==> src/rtl/wsc_sum_unit.sv <==
module wsc_sum_unit #(
    parameter int DATA_W = 8,
    parameter int WPOS   = 3,
    parameter int W_EFF  = 5,
    parameter int CHK_W  = 4
) (
    input  logic [DATA_W-1:0] data,
    input  logic              berger,
    output logic [CHK_W-1:0]  sum
);
    logic [CHK_W-1:0] term [DATA_W];

    for (genvar i = 0; i < DATA_W; i++) begin : g_term
        localparam int BIT_W = (i == WPOS) ? W_EFF : 1;
        if (BIT_W == 1) begin : g_unit
            assign term[i] = CHK_W'(data[i]);
        end else begin : g_weighted
            always_comb begin
                if (!data[i])    term[i] = '0;
                else if (berger) term[i] = CHK_W'(1);
                else             term[i] = CHK_W'(BIT_W);
            end
        end
    end

    always_comb begin
        logic [CHK_W-1:0] acc;
        acc = '0;
        for (int i = 0; i < DATA_W; i++) acc = acc + term[i];
        sum = acc;
    end
endmodule

==> config.mk <==
export PLATFORM = sky130hd
export DESIGN_NAME = wsc_sum_unit
export DESIGN_NICKNAME = d
export VERILOG_FILES = /design/src/rtl/wsc_sum_unit.sv
export SDC_FILE = /design/constraint.sdc
export NUM_CORES = 1
export LEC_CHECK = 0
export CAP_MARGIN = 40
export CELL_PAD_IN_SITES_DETAIL_PLACEMENT = 1
export CELL_PAD_IN_SITES_GLOBAL_PLACEMENT = 2
export CORE_AREA = 2 2 39 41
export DETAILED_ROUTE_END_ITERATION = 8
export DIE_AREA = 0 0 41 43
export DONT_BUFFER_PORTS = 1
export PLACE_DENSITY = 0.46
export SETUP_SLACK_MARGIN = 0.3
export SLEW_MARGIN = 20
export SYNTH_ARGS = -nofsm -noshare
export SYNTH_HDL_FRONTEND = slang
export SYNTH_SLANG_ARGS = --single-unit
==> constraint.sdc <==
create_clock -name vclk -period 3.8
set_input_delay 0.57 -clock vclk [all_inputs]
set_output_delay 0.57 -clock vclk [all_outputs]
set_load 0.01 [all_outputs]
======== Word level (Yosys, flattened, before mapping) ========
Cells that the tools add are included.
operators by class
  add/subtract/negate cells ............... 7
  multiplexer cells ....................... 2
operators by type and width
  operator     number
  $add 4x1->4  4
  $mux 3       2
  $add 3x4->4  1
  $add 2x1->3  1
  $add 1x1->2  1
word-level totals
  bits in registers ....................... 0
  input bits .............................. 9
  output and inout bits ................... 4
  logic and storage cells ................. 9

======== Logic depth before layout (Yosys ltp) ========
Gate-level depths: netlist of the first run.
  depth after elaboration ................. 7
  mapped depth ............................ 9
  mapped depth without buffers ............ 9

======== Worst setup path after synthesis of the first run ========
No wires, ideal clock.
  path kind ............................... input-to-output
  start ................................... input port data[0]
  end ..................................... output port sum[2]
  data arrival time ....................... 2.849 ns
  data required time ...................... 3.230 ns
  path slack .............................. 0.381 ns
  stages .................................. 9
  path through ............................ inv_1 > fa_1 > fa_1 > fa_1 > inv_1 > ha_1 > inv_1 > fa_1 > xnor2_1
on the way
  word-level cells in the longest chain between the ends .. 7
ends and longest elaborated chain
  element                   line  text
  from (decl)               7     input logic [DATA_W-1:0] data,
  $add 1x1->2               29    for (int i = 0; i < DATA_W; i++) acc = acc + term[i];
  $add 2x1->3               29
  $add 3x4->4               29
  $add 4x1->4 (4 in a row)  29
  to (decl)                 9     output logic [CHK_W-1:0] sum
Every way passes these cells.

======== Worst setup path after layout of the first run ========
  start ................................... input port data[0]
  end ..................................... output port sum[1]
Same word-level chain as after synthesis.

==> results of run 1 <==
## routing by layer
| metal | routed length, um | track usage (%) | vias to the layer above | part of all wire, % |
|---|---|---|---|---|
| met5 | 0 | 0 | - | 0 |
| met4 | 0 | 0 | 0 | 0 |
| met3 | 23 | 0 | 0 | 6.2 |
| met2 | 232 | 10.3 | 5 | 63 |
| met1 | 113 | 3.55 | 76 | 31 |
| li1 | - | - | 73 | - |
## timing repair
item	4_1_cts	5_1_grt
setup endpoints to repair	1	2
resized for setup	2	3
pin swaps	1	1
hold buffers	0	0
## final timing paths
check	start	end	cells past startpoint	slack [ns]
max	data[0]	sum[1]	9	0.36
min	data[2]	sum[0]	1	1.31
## layout make-up
class,instances,area [um^2]
tap,16,20.0
inverter,14,52.6
fill,165,1140
multi-input combinational,13,169
## cell usage in the layout (no fill, tap or decap), types with 2 or more instances in the layout
master,synthesis,routed
ha_1,4,3
fa_1,4,3
inv_2,0,2
inv_1,14,12
## power groups by stage
stage	clock [uW]	sequential, uW	combinational [uW]
2_1_floorplan	0	0	51.9
3_3_place_gp	0	0	60.5
3_5_place_dp	0	0	62.0
4_1_cts	0	0	69.0
5_1_grt	0	0	80.5
6_report	0	0	70.6
## synth_stat cells (all sizes together)
cell | count | share of area (%)
xnor2 | 1 | 4.2
nand3 | 1 | 2.4
nand2 | 1 | 1.8
a21oi | 1 | 2.4
fa | 4 | 38
ha | 4 | 24
inv | 14 | 25
nor2 | 1 | 1.8
## through the flow
| stage | power, uW | instances | util [%] | hold WS, ns |
|---|---|---|---|---|
| 2_1_floorplan | 51.9 | 27 | - | 1.29 |
| 3_3_place_gp | 60.5 | 43 | 16.5 | 1.30 |
| 3_5_place_dp | 62.0 | 43 | 16.5 | 1.29 |
| 4_1_cts | 69.0 | 43 | 17.3 | 1.30 |
| 5_1_grt | 80.5 | 43 | 17.5 | 1.31 |
| 6_report | 70.6 | 43 | 17.5 | 1.31 |
## cells by family after synthesis
| group | Yosys count | share of synthesized area (%) |
|---|---|---|
| buffers and inverters | 14 | 25.1 |
| adders and majority gates | 8 | 62.3 |
| and+or+nand+nor | 3 | 5.98 |
| AOI/OAI and AO/OA | 1 | 2.39 |
| xor gates and xnor gates | 1 | 4.19 |
==> impl_metrics.ini, run 1 <==
[finish]
seq_cells = 0
drive_gt1_share_pct = 18.5
final_cell_area_um2 = 241
area_delta_synth_final_pct = 15.6
seq_area_um2 = 0
antennaDiodeCount = 0
finalNetCount = 46
clock_buffers = 0

[power]
seq_power_share_pct = 0
p_int_uw = 30.1
clockPowerShare_pct = 0
p_leak_uw = 0.000147
p_switching_uw = 40.5
powerDensity_nw_per_um2 = 292
switching_share_pct = 57.3
irDropWorstVdd_mv = 0.0348
comb_power_share_pct = 100.0

[sta]
setup_viol = 0
post-route-period-util_pct = 90.4
hold_viol_final = 0
fin_setup_tns_ns = 0
max_freq_mhz = 291
rsz0062_at_grt = false
worstMarginPinSlew_ns = 0.196
finalCriticalPeriod_ns = 3.44
relSlewSlack_pct = 86.9
drv_slew = 0
layout_setup_ws_ns = 0.364

[floorplan]
die_h_um = 43
rows = 14
die_w_um = 41
ios = 13
coreArea_um2 = 1380
die-area_um2 = 1760
start_util_pct = 15.1

[global_route]
overflow = 0
grt_antenna_before_repair = 0
grt_pass1_vias = 173
grt_pass1_wl_um = 586
grt_max_degree = 4
grt.total_usage_pct = 4.42

[routing]
first_iter_violations = 0
route.detailed.drc = 0
drt-vias-per-instance = 3.58
num_vias = 154
dr.pass1.iters = 1
drt_wl_total_um = 370
final_antenna_net_count = 0
wire_per_inst_um = 8.60

[worst_setup_path]
startpoint_type = input pin
path_cells = inv_1 > fa_1 > fa_1 > fa_1 > inv_1 > ha_2 > inv_2 > fa_2 > inv_2
crit_fanout = 2
cp_num_buf_inv = 4
worst-setup-path-type = input pin to primary output
crit_required_ns = 3.23
cp-end-kind = primary output
arrival_ns = 2.87
slowest_delay_ns = 0.55
crit_family = adder cells
path_common_cell = fa_1
cpMaxStageDelayCell = fa_1

[synth]
yosysSeqAreaShare_pct = 0
syn_area_um2 = 209
yosysUniqueCellTypes = 8
synthCells = 27
ys_warn_count = 0
avgSynthCellArea_um2 = 7.74
synth_nets = 44

[run_status]
status = complete, no violations

[place]
hpwl_um = 361
dp_slack_ns = 0.259
place.gp.congestion = 0.594
dpl-instance-area_um2 = 229
io_buffer_count = 0

[flow_run]
cap_violations = 0

[clock_network]
post_cts_buffers = 0

[min_path]
min_path_type = input pin to primary output
Power figures use the tool's default switching activity.
==> run 2: changes to the inputs <==
- clock period: 3.8 -> 4 ns (I/O delays scaled with it)
==> run 2 against run 1 <==
Effect of this change: via count shrank 1.3%; flip-flop and latch count is the same; core utilization shrank 0.36 points; count of clock-buffer cells in the layout is the same; largest power group unchanged; highest routed layer unchanged.
==> impl_metrics.ini, run 2 (synthesis results as in run 1) <==
[sta]
drv_slew = 0
fin_hold_ws_ns = 1.36
max_freq_mhz = 282
worstMarginPinSlew_ns = 0.198
rsz0062_at_grt = false
hold_viol_final = 0
post-route-period-util_pct = 88.6
setup_viol = 0
relSlewSlack_pct = 86.7
fin_setup_tns_ns = 0
finalCriticalPeriod_ns = 3.54

[place]
hpwl_um = 376
io_buffer_count = 0
place.gp.congestion = 0.591

[worst_setup_path]
arrival_ns = 2.94
crit_required_ns = 3.40
startpoint_type = input pin
startpoint = data[0]
crit_fanout = 2
worst-setup-path-type = input pin to primary output
cp-end-kind = primary output

[global_route]
grt_max_degree = 4
overflow = 0
grt_pass1_vias = 164
grt_pass1_wl_um = 565
grt.total_usage_pct = 4.31
grt_antenna_before_repair = 0

[flow_run]
cap_violations = 0

[floorplan]
die_h_um = 43
die-area_um2 = 1760
start_util_pct = 15.1
die_w_um = 41
coreArea_um2 = 1380
rows = 14
ios = 13

[routing]
drt_wl_total_um = 395
num_vias = 152
first_iter_violations = 0
wire_per_inst_um = 9.19
final_antenna_net_count = 0
drt-vias-per-instance = 3.53
route.detailed.drc = 0
dr.pass1.iters = 1

[power]
irDropWorstVdd_mv = 0.0445
p_leak_uw = 0.000151
powerDensity_nw_per_um2 = 265

[min_path]
hp-start = data[2]
min_path_type = input pin to primary output

[finish]
area_delta_synth_final_pct = 13.2
multi_input_area_um2 = 164
layout_common_cells = inv_1 (14), fa_1 (4), ha_1 (4)
clock_buffers = 0
seq_area_um2 = 0
finalNetCount = 46
layout_commonest_cell = inv_1
drive_gt1_share_pct = 3.70
antennaDiodeCount = 0
seq_cells = 0
num-fill-cells = 167

[clock_network]
post_cts_buffers = 0

[run_status]
status = complete, no violations
==> run 2: final timing paths <==
check | end | cells past startpoint
max | sum[2] | 9
min | sum[0] | 1
==> run 2: final cells by class <==
cell class | instances | area share, %
multi-input combinational | 13 | 69.3
inverter | 14 | 22.2
tap | 16 | 8.47
==> run 2: per-stage QoR <==
step | std cells | utilization, % | total power (uW) | cell area, um^2 | worst slack, ns
4_1_cts | 43 | 16.5 | 60.2 | 229 | 0.395
3_5_place_dp | 43 | 16.5 | 59.5 | 229 | 0.405
5_1_grt | 43 | 17.1 | 74.3 | 236 | 0.337
2_1_floorplan | 27 | - | 49.3 | 209 | 0.521
6_report | 43 | 17.1 | 62.7 | 236 | 0.456
3_3_place_gp | 43 | 16.5 | 57.5 | 229 | 0.418
==> run 2: what timing repair did <==
action                     in CTS  in global routing
gates resized for setup         0                  1
hold buffers                    0                  0
setup endpoints to repair       0                  1
==> run 2: where the power goes <==
part	internal (uW)	switching [uW]	leakage (uW)
Clock	0	0	0
Sequential	0	0	0
Combinational	25.6	37.1	0.000151
Total	25.6	37.1	0.000151
==> run 2: worst max-delay path, stage by stage <==
cell and delay (ns):
inv_1 0.03, fa_1 0.55, fa_1 0.43, fa_1 0.45, inv_1 0.07, ha_1 0.16, inv_1 0.05, fa_1 0.40
xnor2_2 0.20
==> run 2: routing by layer <==
layer / vias up / share of wire (%) / global-route usage (%)
met2: 5 / 64 / 10.0
met4: 0 / 0 / 0
met3: 0 / 5.3 / 0
met1: 74 / 31 / 3.53
li1: 73 / - / -
met5: - / 0 / 0
==> run 3: changes to the inputs <==
- ABC_AREA: unset -> 1
- PLACE_DENSITY: 0.46 -> 0.47
==> run 3 against run 2 <==
Effect of this change: largest cell class unchanged; core utilization is 0.27 points higher; combinational power barely moved; via count rose by 3.9%; flip-flop and latch count unchanged; critical path depth stayed put; fmax is essentially flat; non-clock buffer count unchanged; design area rose by 1.6%; global-route usage fell by 0.20 points; power down 0.46%; count of clock-buffer cells in the layout stayed put; largest power group unchanged.
==> impl_metrics.ini, run 3 <==
[finish]
layout_common_cells = inv_1 (15), fa_1 (4), ha_1 (4)
final_cell_area_um2 = 240
seq_area_um2 = 0
multi_input_area_um2 = 164
clock_buffers = 0
layout_commonest_cell = inv_1
antennaDiodeCount = 0
seq_cells = 0
num-fill-cells = 172
finalNetCount = 47
drive_gt1_share_pct = 3.57
area_delta_synth_final_pct = 12.9

[routing]
route.detailed.drc = 0
drt-vias-per-instance = 3.59
wire_per_inst_um = 8.61
num_vias = 158
first_iter_violations = 0
drt_wl_total_um = 379
final_antenna_net_count = 0
dr.pass1.iters = 1

[worst_setup_path]
arrival_ns = 2.94
worst-setup-path-type = input pin to primary output
crit_fanout = 2
cp-end-kind = primary output
startpoint_type = input pin
crit_required_ns = 3.40
startpoint = data[0]

[sta]
setup_viol = 0
hold_viol_final = 0
drv_slew = 0
worstMarginPinSlew_ns = 0.196
fin_hold_ws_ns = 1.36
fin_setup_tns_ns = 0
finalCriticalPeriod_ns = 3.54
post-route-period-util_pct = 88.5
relSlewSlack_pct = 86.9
max_freq_mhz = 282
rsz0062_at_grt = false

[synth]
synthSimpleGateAreaFrac_pct = 8.24
avgSynthCellArea_um2 = 7.60
synth_nets = 45
syn_area_um2 = 213
synth_top_area_share_pct = 37.6
synthCells = 28
synth_top_family_by_area = adder cells
yosysUniqueCellTypes = 7
synthMostInstantiatedCell = inv_1
synth_mux_area_share_pct = 0
synth_common_cells = inv_1 (15), fa_1 (4), ha_1 (4)
ys_warn_count = 0
synthTopCellsByArea = fa_1 (38%), inv_1 (26%), ha_1 (24%)
synth_fa_ha_area_share_pct = 61.2
synth_xor_area_share_pct = 4.12
synth-compound-area-share_pct = 0
yosysSeqAreaShare_pct = 0
synth_area_leader_cell = fa_1

[global_route]
grt.total_usage_pct = 4.11
grt_max_degree = 4
grt_antenna_before_repair = 0
overflow = 0
grt_pass1_wl_um = 545
grt_pass1_vias = 161

[min_path]
min_path_type = input pin to primary output
hold_end = sum[0]
worstHoldPathCells = 1
hp-start = data[2]

[power]
powerDensity_nw_per_um2 = 260
irDropWorstVdd_mv = 0.0459
total_power_uw = 62.4
p_leak_uw = 0.000151

[place]
place.gp.congestion = 0.568
dpl-instance-area_um2 = 233
hpwl_um = 373
io_buffer_count = 0

[floorplan]
ios = 13
die-area_um2 = 1760
die_w_um = 41
start_util_pct = 15.4
rows = 14
coreArea_um2 = 1380
die_h_um = 43

[clock_network]
ctsHoldBuffers = 0
post_cts_buffers = 0

[run_status]
status = complete, no violations

[flow_run]
cap_violations = 0
run 3: changes by cell type in the layout (fill, tap and decap cells not counted):
cell     before  now
inv_1        14   15
nand3_1       1    2
a21oi_1       1    0
run 3: repair_timing:
| item | 4_1_cts | 5_1_grt |
|---|---|---|
| setup endpoints to repair | 0 | 1 |
| gates resized for setup | 0 | 1 |
| endpoints found under the hold margin | 0 | 0 |
run 3: power breakdown:
group | switching [uW] | internal [uW]
Clock | 0 | 0
Combinational | 36.7 | 25.7
Sequential | 0 | 0
Total | 36.7 | 25.7
run 3: worst max path at each step:
| stage | to | slack [ns] | depth (start not counted) |
|---|---|---|---|
| after floorplan | sum[2] | 0.52 | 9 |
| after global placement | sum[2] | 0.42 | 9 |
| after detailed placement | sum[2] | 0.41 | 9 |
| after CTS | sum[2] | 0.40 | 9 |
| after global routing | sum[2] | 0.35 | 9 |
| final | sum[2] | 0.46 | 9 |
run 3: kinds of logic after synthesis:
logic type / after synthesis
and+or+nand+nor: 4
buffers and inverters: 15
xor gates and xnor gates: 1
adders and majority gates: 8
run 3: final cells by class:
type                            instances  share of cell area [%]
Multi-Input combinational cell         13                    68.2
Inverter                               15                    23.4
Tap cell                               16                    8.33
run 3: critical path: stages:
cell and delay, ns:
inv_1 0.03, fa_1 0.55, fa_1 0.43, fa_1 0.44, inv_1 0.06, ha_1 0.17
inv_1 0.06, fa_1 0.40, xnor2_2 0.20
run 3: stage by stage:
step | util (%) | cells | worst slack, ns
after floorplan | - | 28 | 0.521
after global placement | 16.8 | 44 | 0.420
after detailed placement | 16.8 | 44 | 0.406
after CTS | 16.8 | 44 | 0.395
after global routing | 17.4 | 44 | 0.346
final | 17.4 | 44 | 0.459
run 3: per-layer routing:
layer | global-route usage (%) | wire length [um] | vias up
met2 | 9.38 | 229 | 5
met4 | 0 | 0 | 0
met5 | 0 | 0 | -
li1 | - | - | 75
met3 | 0 | 29 | 0
met1 | 3.53 | 121 | 78
